File: config.mk
export PLATFORM = sky130hd
export DESIGN_NAME = uart_txframer
export DESIGN_NICKNAME = d
export VERILOG_FILES = /design/src/rtl/uatx_pkg.sv /design/src/rtl/uatx_parity.sv /design/src/rtl/uatx_bitclk.sv /design/src/rtl/uatx_seq.sv /design/src/rtl/uart_txframer.sv
export SDC_FILE = /design/constraint.sdc
export NUM_CORES = 1
export LEC_CHECK = 0
export CAP_MARGIN = 40
export CORE_ASPECT_RATIO = 0.75
export CORE_MARGIN = 2
export CORE_UTILIZATION = 50
export CTS_CLUSTER_DIAMETER = 120
export DETAILED_ROUTE_END_ITERATION = 8
export DONT_BUFFER_PORTS = 1
export SLEW_MARGIN = 20
export SYNTH_ARGS = -nofsm -noshare
export SYNTH_HDL_FRONTEND = slang
export SYNTH_SLANG_ARGS = --single-unit
File: constraint.sdc
create_clock -name clk -period 4.4 [get_ports clk]
set_input_delay 0 -clock clk [delete_from_list [all_inputs] [get_ports clk]]
set_output_delay 0 -clock clk [all_outputs]
set_load 0.01 [all_outputs]
File: src/rtl/uatx_pkg.sv
package uatx_pkg;

   typedef enum logic [1:0] {
      PM_ODD  = 2'd0,
      PM_EVEN = 2'd1,
      PM_ONE  = 2'd2,
      PM_ZERO = 2'd3
   } par_mode_e;

   typedef enum logic [2:0] {
      SQ_IDLE,
      SQ_START,
      SQ_DATA,
      SQ_PAR,
      SQ_STOP
   } seq_state_e;

endpackage

File: src/rtl/uatx_parity.sv
module uatx_parity
   import uatx_pkg::*;
#(
   parameter int DATA_W = 8
) (
   input  logic [DATA_W-1:0] data,
   input  par_mode_e         mode,
   output logic              pbit
);

   logic [DATA_W-1:0] xr_chain;

   generate
      if (DATA_W < 1) begin : g_bad_width
         $error("uatx_parity: DATA_W must be at least 1");
      end
      for (genvar gi = 0; gi < DATA_W; gi++) begin : g_xr
         if (gi == 0) begin : g_first
            assign xr_chain[gi] = data[gi];
         end else begin : g_next
            assign xr_chain[gi] = xr_chain[gi-1] ^ data[gi];
         end
      end
   endgenerate

   always_comb begin
      unique case (mode)
         PM_ODD:  pbit = ~xr_chain[DATA_W-1];
         PM_EVEN: pbit = xr_chain[DATA_W-1];
         PM_ONE:  pbit = 1'b1;
         default: pbit = 1'b0;
      endcase
   end

   always_comb begin
      if (mode == PM_ODD)  assert_odd_total_R4   : assert ((^{data, pbit}) == 1'b1);
      if (mode == PM_EVEN) assert_even_total_R5  : assert ((^{data, pbit}) == 1'b0);
      if (mode == PM_ONE)  assert_forced_one_R6  : assert (pbit == 1'b1);
      if (mode == PM_ZERO) assert_forced_zero_R7 : assert (pbit == 1'b0);
   end

endmodule

File: src/rtl/uatx_bitclk.sv
module uatx_bitclk #(
   parameter int OVERSAMPLE = 16
) (
   input  logic clk,
   input  logic rst_n,
   input  logic run,
   input  logic tick,
   output logic bit_end
);

   localparam int CNT_W = (OVERSAMPLE > 1) ? $clog2(OVERSAMPLE) : 1;
   localparam logic [CNT_W-1:0] CNT_LAST = CNT_W'(OVERSAMPLE - 1);

   generate
      if (OVERSAMPLE < 2) begin : g_bad_os
         $error("uatx_bitclk: OVERSAMPLE must be at least 2");
      end
   endgenerate

   logic [CNT_W-1:0] cnt;

   assign bit_end = run && tick && (cnt == CNT_LAST);

   always_ff @(posedge clk or negedge rst_n) begin
      if (!rst_n) begin
         cnt <= '0;
      end else if (!run) begin
         cnt <= '0;
      end else if (tick) begin
         cnt <= bit_end ? '0 : cnt + 1'b1;
      end
   end

   assert_hold_without_tick_R2 : assert property (@(posedge clk) disable iff (!rst_n)
      (run && $past(run) && !$past(tick)) |-> $stable(cnt));

endmodule

File: src/rtl/uatx_seq.sv
module uatx_seq
   import uatx_pkg::*;
#(
   parameter int DATA_W = 8
) (
   input  logic              clk,
   input  logic              rst_n,
   input  logic              accept,
   input  logic [DATA_W-1:0] data,
   input  logic              par_en,
   input  logic              pbit_in,
   input  logic              bit_end,
   output logic              busy,
   output logic              line_bit
);

   localparam int IDX_W = (DATA_W > 1) ? $clog2(DATA_W) : 1;
   localparam logic [IDX_W-1:0] IDX_LAST = IDX_W'(DATA_W - 1);

   seq_state_e        state;
   logic [DATA_W-1:0] shreg;
   logic [IDX_W-1:0]  idx;
   logic              lat_en;
   logic              lat_pbit;

   always_ff @(posedge clk or negedge rst_n) begin
      if (!rst_n) begin
         state    <= SQ_IDLE;
         shreg    <= '0;
         idx      <= '0;
         lat_en   <= 1'b0;
         lat_pbit <= 1'b0;
      end else if (state == SQ_IDLE) begin
         if (accept) begin
            state    <= SQ_START;
            shreg    <= data;
            idx      <= '0;
            lat_en   <= par_en;
            lat_pbit <= pbit_in;
         end
      end else if (bit_end) begin
         unique case (state)
            SQ_START: state <= SQ_DATA;
            SQ_DATA: begin
               shreg <= shreg >> 1;
               if (idx == IDX_LAST) begin
                  state <= lat_en ? SQ_PAR : SQ_STOP;
               end else begin
                  idx <= idx + 1'b1;
               end
            end
            SQ_PAR:  state <= SQ_STOP;
            default: state <= SQ_IDLE;
         endcase
      end
   end

   assign busy = (state != SQ_IDLE);

   always_comb begin
      unique case (state)
         SQ_START: line_bit = 1'b0;
         SQ_DATA:  line_bit = shreg[0];
         SQ_PAR:   line_bit = lat_pbit;
         default:  line_bit = 1'b1;
      endcase
   end

   assert_start_after_accept_R11 : assert property (@(posedge clk) disable iff (!rst_n)
      (accept && !busy) |=> (busy && !line_bit));

   assert_stop_before_idle_R2 : assert property (@(posedge clk) disable iff (!rst_n)
      $fell(busy) |-> $past(line_bit));

   assert_settings_held_R10 : assert property (@(posedge clk) disable iff (!rst_n)
      (busy && $past(busy)) |-> ($stable(lat_en) && $stable(lat_pbit)));

endmodule

File: src/rtl/uart_txframer.sv
module uart_txframer
   import uatx_pkg::*;
#(
   parameter int DATA_W     = 8,
   parameter int OVERSAMPLE = 16
) (
   input  logic              clk,
   input  logic              rst_n,
   input  logic              tick,
   input  logic              par_en,
   input  logic [1:0]        par_sel,
   input  logic              brk,
   input  logic              in_valid,
   output logic              in_ready,
   input  logic [DATA_W-1:0] in_data,
   output logic              txd
);

   logic busy;
   logic line_bit;
   logic bit_end;
   logic pbit;
   logic accept;

   assign in_ready = !busy && !brk;
   assign accept   = in_valid && in_ready;
   assign txd      = brk ? 1'b0 : line_bit;

   uatx_parity #(.DATA_W(DATA_W)) u_parity (
      .data (in_data),
      .mode (par_mode_e'(par_sel)),
      .pbit (pbit)
   );

   uatx_bitclk #(.OVERSAMPLE(OVERSAMPLE)) u_bitclk (
      .clk     (clk),
      .rst_n   (rst_n),
      .run     (busy),
      .tick    (tick),
      .bit_end (bit_end)
   );

   uatx_seq #(.DATA_W(DATA_W)) u_seq (
      .clk      (clk),
      .rst_n    (rst_n),
      .accept   (accept),
      .data     (in_data),
      .par_en   (par_en),
      .pbit_in  (pbit),
      .bit_end  (bit_end),
      .busy     (busy),
      .line_bit (line_bit)
   );

   assert_no_accept_in_break_R9 : assert property (@(posedge clk) disable iff (!rst_n)
      (brk && !busy) |=> !busy);

   assert_busy_blocks_ready_R11 : assert property (@(posedge clk) disable iff (!rst_n)
      (in_valid && in_ready) |=> !in_ready);

endmodule

After elaboration in Yosys (flattened, before gate mapping)
Index checks and enable logic that the tools add are counted.
Storage, ports and cells
  register bits after elaboration: 20
  input port bits: 16
  logic and storage cells: 63
Operators by class
  $add $sub $neg: 2
  eq/ne operators: 11
  bitwise gates (word level): 8
  reduce and logical (&&, ||, !) cells: 15
  muxes and demuxes: 21
Operator list (number)
  $mux 8: 4
  $mux 3: 10
  $mux 4: 3
  $pmux 3 s3: 1
  $xor 1x1->1: 7
  $eq 3x2->1 const B: 2
  $pmux 1 s3: 2
  $reduce_and 3->1: 2
  $add 4x1->4 const B: 1
  $eq 4x4->1 const B: 1
  $logic_and 1x1->1: 4
  $ne 2x2->1 const B: 2
  $reduce_and 4->1: 1
  $reduce_bool 2->1: 2
  $add 3x1->3 const B: 1
  $eq 3x1->1 const B: 1
  $eq 3x3->1 const B: 1
  $logic_not 3->1: 1
  $ne 3x1->1 const B: 1
  $reduce_bool 3->1: 1
  $eq 2x1->1 const B: 1
  $eq 2x2->1 const B: 1
  $logic_not 1->1: 2
  $logic_not 2->1: 1
  other kinds (4): 4

Logic depth before layout (Yosys ltp)
Gate-level depths: netlist of run 1.
  depth in word-level cells: 9
  mapped depth: 7

Hierarchy
Synthesis of run 1 repeated with hierarchy kept, for this count alone.
Unflattened totals
  cells, all modules: 112
  area, all modules: 1179.9 sq um
Modules (own cells, without submodules)
  uatx_seq: area each 867.1 sq um, cells each 78, sequential area each 400.4 sq um, times used 1
  uatx_bitclk: area each 216.5 sq um, cells each 22, sequential area each 100.1 sq um, times used 1
  uatx_parity: area each 73.8 sq um, cells each 9, sequential area each 0.0 sq um, times used 1
  uart_txframer: area each 22.5 sq um, cells each 3, sequential area each 0.0 sq um, times used 1

Worst setup path before layout of run 1
No wires, ideal clock.
  kind: register to register
  start point: reg u_bitclk.cnt[0]
  end point: reg u_seq.idx[0]
  period minus slack after synthesis: 1611 ps
  path buffers: 0
  slack: 2789 ps
  cell stages (with the launch flop): 7
  arrival: 1489 ps
  library setup time: 122 ps
  cells stage by stage: dfrtp_1 -> ha_1 -> and4_1 -> nand2_2 -> or4_4 -> nand3_1 -> o21ai_1
On the way
  longest elaborated chain between the ends: 4
Ends and longest elaborated chain
  start: declaration: RTL line uatx_bitclk.sv:20  | logic [CNT_W-1:0] cnt;
  start signal: assignment: RTL line uatx_bitclk.sv:30  | cnt <= bit_end ? '0 : cnt + 1'b1;
  $eq 4x4->1: RTL line uatx_bitclk.sv:22  | assign bit_end = run && tick && (cnt == CNT_LAST);
  $logic_and 1x1->1: RTL line uatx_bitclk.sv:22
  $reduce_bool 2->1 (no source line)
  $reduce_and 4->1 (no source line)
  end signal: assignment: RTL line uatx_seq.sv:49  | idx <= idx + 1'b1;
  end: declaration: RTL line uatx_seq.sv:22  | logic [IDX_W-1:0] idx;
No other way between the ends.
A chain may end at the register's enable or synchronous reset.

Final worst setup path of run 1
  start point: reg u_seq.state[0]
  end point: reg u_seq.shreg[7]
On the way
  longest elaborated chain between the ends: 6
  elaborated cells on any way between the ends: 13
  classes of those cells: eq/ne (2); mux (1); reduce/logical (10)
Ends and longest elaborated chain
  start: declaration: RTL line uatx_seq.sv:20  | seq_state_e state;
  start signal: assignment: RTL line uatx_seq.sv:47  | state <= lat_en ? SQ_PAR : SQ_STOP;
  $reduce_bool 3->1: RTL line uatx_seq.sv:58  | assign busy = (state != SQ_IDLE);
  $logic_not 1->1
  $logic_and 1x1->1: RTL line uart_txframer.sv:25  | assign in_ready = !busy && !brk;
  $logic_and 1x1->1: RTL line uart_txframer.sv:26  | assign accept = in_valid && in_ready;
  $ne 2x2->1 (no source line)
  $reduce_and 3->1 (no source line)
  end signal: assignment: RTL line uatx_seq.sv:36  | shreg <= data;
  end signal: assignment: RTL line uatx_seq.sv:45  | shreg <= shreg >> 1;
  end: declaration: RTL line uatx_seq.sv:21  | logic [DATA_W-1:0] shreg;
Parallel ways exist; a longest one is shown, timed or not.

==> impl_metrics.toml, run 1 <==
[run_status]
status = "complete, but fails checks"
violations = "DRC"

[grt]
grt_overflow = 0
grt_pass1_vias = 845
grt_max_degree = 21
grt_first_pass_wirelength_mm = 3.56
antenna_found_initial = 0
grtUsageTotal_pct = 18.3

[logic_synthesis]
syn_avg_cell_area_um2 = 10.2
ys_top_cells_by_area = "dfrtp_1 44%, mux2i_1 7.1%, nor2_1 4.6%"
ys_types = 34
yosysMostFrequentCell = "dfrtp_1"
yosysTopAreaCell = "dfrtp_1"
yosys_warnings = 0
synth_async_sr_flop_share_pct = 100
syn-cell-area_mm2 = 0.00113
synth.yosys.seq_area_share_pct = 44.2
synth_common_cells = "20 x dfrtp_1, 14 x nor2_1, 8 x a21oi_1, 8 x mux2i_1, 6 x inv_1"
synth_edf_count = 0
synthDominantCellAreaShare_pct = 44.2
syn_nets = 130
synth_ff_type = "dfrtp_1"
syn_inst = 111
ys_seq_elements = 20

[timing]
finalSetupTns_ns = 0
max_slew_margin_pct = 53.7
slew_violations = 0
worst_pin_slew_ns = 0.693
period_needed_ns = 2.66
finalHoldViolations = 0
rsz0062_at_grt = "false"
fmax_mhz = 376
finClkSkew_ns = 0.00592
setup_viol = 0
timing.final.crit_share_pct = 60.5

[pwr]
power_density_mw_per_mm2 = 479
ir_drop_v = 0.000250
power_uw = 637
leakagePower_nw = 0.579

[worst_setup_path]
crit_path_end_kind = "register"
critical_path_buf_inv_count = 1
crit_path_top_delay_cell = "nor3_4"
crit_family = "simple AND/OR/NAND/NOR gates"
cp.required_ns = 4.59
arrival_ns = 2.85
cpPeakStageDelay_ns = 0.65
crit_path_cell_trace = "nor3_4 -> nand3b_4 -> a21boi_4 -> o22ai_1 -> dlygate4sd3_1"
path_max_fanout = 15
cp-start-kind = "register"
crit_type = "reg -> reg"

[floorplanning]
fp.dieW_um = 58.9
die_y_um = 45.2
io_pins = 18
die_area_mm2 = 0.00266
fp-row-count = 14
start_util_pct = 54.7
core_mm2 = 0.00207

[routing]
firstDrtPassIters = 6
drt_iter0_markers = 38
ant_nets = 0
drc = 1
vias = 839
wire_per_inst_um = 14.0
totalWireLength_mm = 2.10
via_per_inst = 5.59

[clocking]
clkTransAtPathRegs_ns = 0.11
cts_buffer_depth = 2
cts_tree = "done"
h-tree-depth = 1
root_buffer = "clkbuf_4"
cts_resized = 0
cts.sinks = 20
cts_buffers = 3
clk_latency_ns = 0.30

[cells_and_area]
num-nets-final = 146
drive_above_1_share_pct = 10.3
diodes = 0
syn2layout_area_growth_pct = 17.6

[placement]
portBuffers = 0
hpwlAfterDp_mm = 1.48
gp_congestion = 0.821

[min_path]
hp-class = "in -> reg"

[job]
maxCapViolations = 0
-- logic make-up after synthesis --
group                    after synthesis  share of synthesized area [%]
multiplexers                           9                           8.08
adder cells (fa/ha/maj)                3                           3.32
buffers and inverters                 12                           5.75
AND/OR/NAND/NOR                       33                           16.3
XOR/XNOR                               8                           6.19
AO/OA/AOI/OAI                         26                           16.2
flip-flops                            20                           44.2
-- worst min-delay path, cell delays in order --
cell and delay, ns:
nand3b_4 0.12, nand3_1 0.08, o21ai_1 0.07
-- worst paths after layout --
check	cells past startpoint	endpoint	slack [ns]	startpoint
hold / removal	3	u_seq.idx[2]$_DFFE_PN0P_	0.01	in_valid
hold reg to reg	1	u_seq.idx[0]$_DFFE_PN0P_	0.49	u_seq.idx[0]$_DFFE_PN0P_
min in group asynchronous	2	u_seq.shreg[6]$_DFFE_PN0P_	0.54	rst_n
max in group asynchronous	3	u_seq.shreg[2]$_DFFE_PN0P_	3.47	rst_n
setup / recovery	5	u_seq.shreg[7]$_DFFE_PN0P_	1.74	u_seq.state[0]$_DFFE_PN0P_
setup reg to reg	5	u_seq.shreg[7]$_DFFE_PN0P_	1.74	u_seq.state[0]$_DFFE_PN0P_
-- placed cells by master (no fill, tap or decap), types with 3 or more instances in the layout --
master	count
dfrtp_1	20
dlygate4sd3_1	16
nor2_1	14
a21oi_1	8
mux2i_1	8
inv_1	6
xnor2_1	5
nand2_1	4
nand3_1	4
nor3_1	3
xor2_1	3
o21ai_1	3
ha_1	3
clkbuf_4	3
-- stage by stage --
stage                     hold WS (ns)  utilization [%]  cells  cell area [µm²]  setup WS, ns
final                           0.0106             64.3    150             1330          1.74
after global placement          -0.295             54.1    129             1120          2.37
after detailed placement        -0.295             54.1    129             1120          2.30
after floorplan                 -0.296                -    111             1130          2.79
after CTS                      0.00109             63.1    148             1310          1.73
after global routing            0.0248             64.3    150             1330          1.55
-- power by group --
part	internal, mW	switching [mW]	total [mW]
combinational	0.119	0.112	0.231
sequential	0.246	0.0559	0.302
clock	0.0504	0.0534	0.104
-- sequential cells by signal (all words and copies together), names as in the netlist --
signal	cells
u_seq.lat_en	1
u_seq.shreg	8
u_seq.idx	3
u_seq.lat_pbit	1
u_seq.state	3
u_bitclk.cnt	4
-- layout make-up --
| cell class | count | area [µm²] |
|---|---|---|
| Fill cell | 185 | 737 |
| Sequential cell | 20 | 500 |
| Tap cell | 24 | 30.0 |
| Timing Repair Buffer | 17 | 175 |
| Inverter | 6 | 22.5 |
| Clock buffer | 4 | 36.3 |
| Multi-Input combinational cell | 79 | 566 |
-- timing repair --
item                                   4_1_cts  5_1_grt
buffers inserted                             0        0
endpoints found under the hold margin       34        4
hold buffers                                15        1
-- per-layer routing --
layer / global-route usage, % / vias up / share of wire (%)
met3: 5.16 / 2 / 4.8
met4: 4.09 / 0 / 0.62
met1: 23.6 / 399 / 45
met5: 0 / - / 0
li1: - / 425 / -
met2: 30.9 / 13 / 49
(Power assumes the default switching activity.)
==> run 2: changes to the inputs <==
--- a/config.mk
+++ b/config.mk
@@ -5,6 +5,7 @@
 export SDC_FILE = /design/constraint.sdc
 export NUM_CORES = 1
 export LEC_CHECK = 0
+export ABC_AREA = 1
 export CAP_MARGIN = 40
 export CORE_ASPECT_RATIO = 0.75
 export CORE_MARGIN = 2
@@ -12,6 +13,7 @@
 export CTS_CLUSTER_DIAMETER = 120
 export DETAILED_ROUTE_END_ITERATION = 8
 export DONT_BUFFER_PORTS = 1
+export PLACE_DENSITY = 0.68
 export SLEW_MARGIN = 20
 export SYNTH_ARGS = -nofsm -noshare
 export SYNTH_HDL_FRONTEND = slang
==> constraint.sdc (replaced) <==
create_clock -name clk -period 2.3 [get_ports clk]
set_input_delay 0 -clock clk [delete_from_list [all_inputs] [get_ports clk]]
set_output_delay 0 -clock clk [all_outputs]
set_load 0.01 [all_outputs]
==> run 2 against run 1 <==
Against the previous run:
- the flow now finishes without violations
- non-clock buffer count rose by 4
- cell count up 29%
- worst setup slack worse by 1.6 ns
- critical path type unchanged
- critical path depth up 4
- largest cell class unchanged
==> impl_metrics.toml, run 2 <==
[cells_and_area]
seq_area_um2 = 500
final_common_cell = "nand2_1"
diodes = 0
num-nets-final = 189
top_register = "u_seq.shreg"
drive_above_1_share_pct = 11.3
largest_register_ffs = 8
syn2layout_area_growth_pct = 21.9
layout_common_cells = "44 x nand2_1, 20 x dlygate4sd3_1, 20 x dfrtp_1, 16 x nand3_1, 13 x inv_1"
reg.largest.list = "u_seq.shreg: 8 flops, u_bitclk.cnt: 4 flops"
multi_input_area_um2 = 584
fin_cells = 193
n_fill_cell = 185

[clocking]
cts_buffers = 3
cts.sinks = 20
clk_latency_ns = 0.29
clkTransAtPathRegs_ns = 0.10
h-tree-depth = 1
cts_tree = "done"
root_buffer = "clkbuf_4"
cts_buffer_depth = 2
cts_setup_buffers = 0

[routing]
ant_nets = 0
drc = 0
totalWireLength_mm = 2.39
drt_iter0_markers = 64
via_per_inst = 5.24
firstDrtPassIters = 4
wire_per_inst_um = 12.4
vias = 1012

[worst_setup_path]
path_max_fanout = 13
r2r_slack_ns = 0.17
arrival_ns = 2.32
rr_worst_depth = 9
rr_endpoint = "u_seq.idx[2]$_DFFE_PN0P_"
cp.required_ns = 2.49
crit_path_end_kind = "register"
crit_start = "u_seq.state[0]$_DFFE_PN0P_"
cpPeakStageDelay_ns = 0.57
cp-start-kind = "register"
crit_type = "reg -> reg"
crit_path_cell_trace = "nor2_2 -> nand2_4 -> nor2_4 -> nand2_4 -> o21ai_4 -> nand2_1 -> nand3_1 -> dlygate4sd3_1 -> nand2_1"
r2r_start = "u_seq.state[0]$_DFFE_PN0P_"
crit_path_top_delay_cell = "dlygate4sd3_1"

[grt]
antenna_found_initial = 0
grtUsageTotal_pct = 20.5
grt_overflow = 0
grt_first_pass_wirelength_mm = 4.13
grt_max_degree = 21
grt_pass1_vias = 975

[timing]
max_slew_margin_pct = 73.6
finalSetupTns_ns = 0
slew_violations = 0
timing.final.crit_share_pct = 92.5
period_needed_ns = 2.13
finClkSkew_ns = 0.00336
finalHoldViolations = 0
worst_pin_slew_ns = 0.395
rsz0062_at_grt = "false"
setup_viol = 0
fmax_mhz = 470

[logic_synthesis]
syn_avg_cell_area_um2 = 7.97
yosys_warnings = 0
synth.yosys.seq_area_share_pct = 43.0
synth_ff_type = "dfrtp_1"
syn_nets = 165
yosysTopAreaCell = "dfrtp_1"
syn_inst = 146
synth_common_cells = "44 x nand2_1, 20 x dfrtp_1, 16 x nand3_1"
synth_edf_count = 0
ys_top_cells_by_area = "dfrtp_1 43%, nand2_1 14%, nand3_1 6.9%"
ys_types = 28
synthDominantCellAreaShare_pct = 43.0
synth_async_sr_flop_share_pct = 100
yosysMostFrequentCell = "nand2_1"
syn-cell-area_mm2 = 0.00116
ys_seq_elements = 20

[placement]
post-place-cells = 169
gp_congestion = 0.754
portBuffers = 0
hpwlAfterDp_mm = 1.63

[floorplanning]
fp-row-count = 15
start_util_pct = 51.7
die_y_um = 45.8
die_area_mm2 = 0.00273
fp.dieW_um = 59.7
io_pins = 18
core_mm2 = 0.00225

[pwr]
ir_drop_v = 0.000419
power_mw = 1.41
leakagePower_nw = 0.695
power_density_mw_per_mm2 = 991

[run_status]
status = "complete, no violations"

[min_path]
hp-class = "in -> async"

[job]
maxCapViolations = 0
## run 2: worst max path at each step
stage / to / slack, ns / depth (start not counted)
3_5_place_dp: u_seq.shreg[1]$_DFFE_PN0P_ / 0.61 / 9
4_1_cts: u_seq.idx[2]$_DFFE_PN0P_ / 0.16 / 9
3_3_place_gp: u_seq.state[1]$_DFFE_PN0P_ / 0.68 / 9
5_1_grt: u_seq.idx[2]$_DFFE_PN0P_ / 0.06 / 9
6_report: u_seq.idx[2]$_DFFE_PN0P_ / 0.17 / 9
2_1_floorplan: u_seq.shreg[3]$_DFFE_PN0P_ / 0.84 / 10
## run 2: power breakdown
group          internal (mW)  leakage [nW]  switching [mW]
registers              0.497         0.256           0.112
logic                  0.246         0.425           0.390
clock network         0.0610        0.0138          0.0993
## run 2: area by class of cell
class / instances / share of cell area, %
repair buffers: 21 / 15.2
well taps: 25 / 2.20
clock buffers: 3 / 1.59
inverters: 16 / 4.59
flip-flops and latches: 20 / 35.3
multi-input cells: 108 / 41.2
## run 2: critical path, delay by kind of cell (launching register included)
family | cells | cell delay, ns
AND/OR/NAND/NOR | 7 | 0.89
buffers and inverters | 1 | 0.57
flip-flops | 1 | 0.44
AO/OA/AOI/OAI | 1 | 0.11
## run 2: cells by family after synthesis
kind of cell,count (synthesis),synth area share [%]
AND/OR/NAND/NOR,84,33.2
flip-flops,20,43.0
AO/OA/AOI/OAI,19,11.8
buffers and inverters,18,7.20
adder cells (fa/ha/maj),3,3.23
XOR/XNOR,2,1.51
## run 2: what timing repair did
| action | CTS | global route |
|---|---|---|
| gates resized for setup | 0 | 1 |
| hold buffers | 20 | 0 |
| hold endpoints to repair | 38 | 0 |
| setup endpoints to repair | 0 | 1 |
## run 2: metrics by stage
stage / setup WS (ns) / utilization (%) / cell area (µm²) / hold slack, ns
global placement: 0.675 / 52.2 / 1180 / -0.295
global route: 0.0633 / 63.0 / 1420 / 0.0405
CTS: 0.165 / 62.1 / 1400 / 0.0486
floorplan: 0.836 / - / 1160 / -0.296
finish: 0.174 / 63.0 / 1420 / 0.0512
detailed placement: 0.606 / 52.2 / 1180 / -0.295
## run 2: per-layer routing
metal,vias to the layer above,GRT usage (%),wire length (µm)
li1,526,-,-
met3,2,4.26,94
met5,-,0,0
met2,26,33.3,1090
met4,0,5.33,9
met1,458,28.1,1200
==> run 3: changes to the inputs <==
--- a/config.mk
+++ b/config.mk
@@ -6,6 +6,7 @@
 export NUM_CORES = 1
 export LEC_CHECK = 0
 export ABC_AREA = 1
+export ABC_CLOCK_PERIOD_IN_PS = 2300
 export CAP_MARGIN = 40
 export CORE_ASPECT_RATIO = 0.75
 export CORE_MARGIN = 2
==> constraint.sdc (replaced) <==
create_clock -name clk -period 2.3 [get_ports clk]
set_input_delay 0.115 -clock clk [delete_from_list [all_inputs] [get_ports clk]]
set_output_delay 0.115 -clock clk [all_outputs]
set_load 0.01 [all_outputs]
==> run 3 against run 2 <==
Against the previous run:
- sequential power hardly changed
- critical path depth stayed put
- flip-flop and latch count unchanged
- count of clock-buffer cells in the layout did not move
- cell area fell by 6.0%
- worst setup slack better by 0.41 ns
- clock skew is essentially flat
- critical path type unchanged
- highest routed layer unchanged
==> impl_metrics.toml, run 3 (same netlist as run 2, synthesis figures left out) <==
[run_status]
status = "complete, no violations"

[worst_setup_path]
crit_family = "simple AND/OR/NAND/NOR gates"
critical_path_buf_inv_count = 1
cp-start-kind = "register"
cpPeakStageDelay_ns = 0.44
path_max_fanout = 13
crit_path_end_kind = "register"
crit_path_top_delay_cell = "dfrtp_1"
cp.required_ns = 2.52
arrival_ns = 1.94
crit_path_cell_trace = "nor2_2 -> nand2_2 -> nor2_4 -> nand2_4 -> o21ai_4 -> inv_1 -> nor2_1 -> nand3_1 -> o21ai_0"
crit_type = "reg -> reg"

[clocking]
cts_buffer_depth = 2
h-tree-depth = 1
cts_setup_buffers = 0
clk_latency_ns = 0.29
cts.sinks = 20
cts_buffers = 3
cts_tree = "done"
cts-hold-fix-buffers = 12
cts_resized = 0
root_buffer = "clkbuf_4"
clkTransAtPathRegs_ns = 0.10

[routing]
drc = 0
ant_nets = 0
wire_per_inst_um = 11.9
firstDrtPassIters = 4
vias = 972
totalWireLength_mm = 2.20
via_per_inst = 5.25
drt_iter0_markers = 73

[timing]
finalSetupTns_ns = 0
hold_ws_ns = 0.0188
slew_violations = 0
finClkSkew_ns = 0.00345
finalHoldViolations = 0
max_slew_margin_pct = 73.8
fmax_mhz = 581
worst_pin_slew_ns = 0.391
period_needed_ns = 1.72
setup_viol = 0
rsz0062_at_grt = "false"
timing.final.crit_share_pct = 74.8

[floorplanning]
fp-row-count = 15
die_y_um = 45.8
die_area_mm2 = 0.00273
fp.dieW_um = 59.7
io_pins = 18
core_mm2 = 0.00225
start_util_pct = 51.7

[job]
maxCapViolations = 0

[cells_and_area]
n_fill_cell = 196
layout_common_cells = "44 x nand2_1, 20 x dfrtp_1, 16 x nand3_1, 13 x inv_1, 12 x dlygate4sd3_1"
syn2layout_area_growth_pct = 14.6
fin_cells = 185
diodes = 0
reg.largest.list = "u_seq.shreg: 8 flops, u_bitclk.cnt: 4 flops"
drive_above_1_share_pct = 11.9
largest_register_ffs = 8
final_common_cell = "nand2_1"
top_register = "u_seq.shreg"
postLayoutCellArea_mm2 = 0.00133
num-nets-final = 181

[grt]
grtUsageTotal_pct = 19.5
grt_max_degree = 21
grt_overflow = 0
met2_usage_pct = 31.3
grt.busiest_layer = "met2"
met1_usage_pct = 26.7
antenna_found_initial = 0
grt_pass1_vias = 940
globalRouteMet3Util_pct = 4.26
grt_first_pass_wirelength_mm = 3.94

[pwr]
power_density_mw_per_mm2 = 1020
power_mw = 1.35
leakagePower_nw = 0.669
ir_drop_v = 0.000368

[placement]
post-place-cells = 169
portBuffers = 0
hpwlAfterDp_mm = 1.63
place_area_mm2 = 0.00118
gp_congestion = 0.754

[min_path]
hp-class = "in -> reg"
==> run 3: cell types whose count changed in the layout (fill, tap and decap cells not counted) <==
cell / before / now
nand2_4: 3 / 2
dlygate4sd3_1: 20 / 12
nand2_2: 0 / 1
==> run 3: worst register-to-register path, stage by stage (launching register included) <==
cell     delay [ns]
dfrtp_1        0.44
nor2_2         0.17
nand2_2        0.20
nor2_4         0.20
nand2_4        0.11
o21ai_4        0.11
inv_1          0.06
nor2_1         0.19
nand3_1        0.09
o21ai_0        0.08
==> run 3: layer usage <==
layer	up-vias	routed length, µm
met5	-	0
met4	0	9
met3	2	94
met2	23	973
met1	438	1130
li1	509	-
==> run 3: layout make-up <==
type | instances | area, µm² | share of cell area (%)
Clock buffer | 3 | 22.5 | 1.69
Tap cell | 25 | 31.3 | 2.35
Multi-Input combinational cell | 108 | 579 | 43.4
Sequential cell | 20 | 500 | 37.5
Inverter | 16 | 65.1 | 4.88
Timing Repair Buffer | 13 | 135 | 10.1
==> run 3: path summary, 6_finish.rpt <==
| path | from | endpoint | slack [ns] | cells past startpoint |
|---|---|---|---|---|
| setup / recovery | u_seq.state[0]$_DFFE_PN0P_ | u_seq.state[2]$_DFFE_PN0P_ | 0.58 | 9 |
| hold / removal | tick | u_bitclk.cnt[2]$_DFFE_PN0P_ | 0.02 | 2 |
| setup reg to reg | u_seq.state[0]$_DFFE_PN0P_ | u_seq.state[2]$_DFFE_PN0P_ | 0.58 | 9 |
| hold reg to reg | u_seq.shreg[7]$_DFFE_PN0P_ | u_seq.shreg[7]$_DFFE_PN0P_ | 0.51 | 2 |
| max in group asynchronous | rst_n | u_seq.idx[1]$_DFFE_PN0P_ | 1.71 | 2 |
| min in group asynchronous | rst_n | u_bitclk.cnt[2]$_DFFE_PN0P_ | 0.16 | 1 |
==> run 3: power breakdown <==
group / switching [mW] / internal (mW)
combinational: 0.372 / 0.216
clock: 0.0987 / 0.0610
sequential: 0.111 / 0.497
==> run 3: stage by stage <==
stage / setup WS (ns) / util [%]
finish: 0.580 / 59.2
global route: 0.400 / 59.2
CTS: 0.581 / 58.6
detailed placement: 0.606 / 52.2
global placement: 0.675 / 52.2
floorplan: 0.836 / -
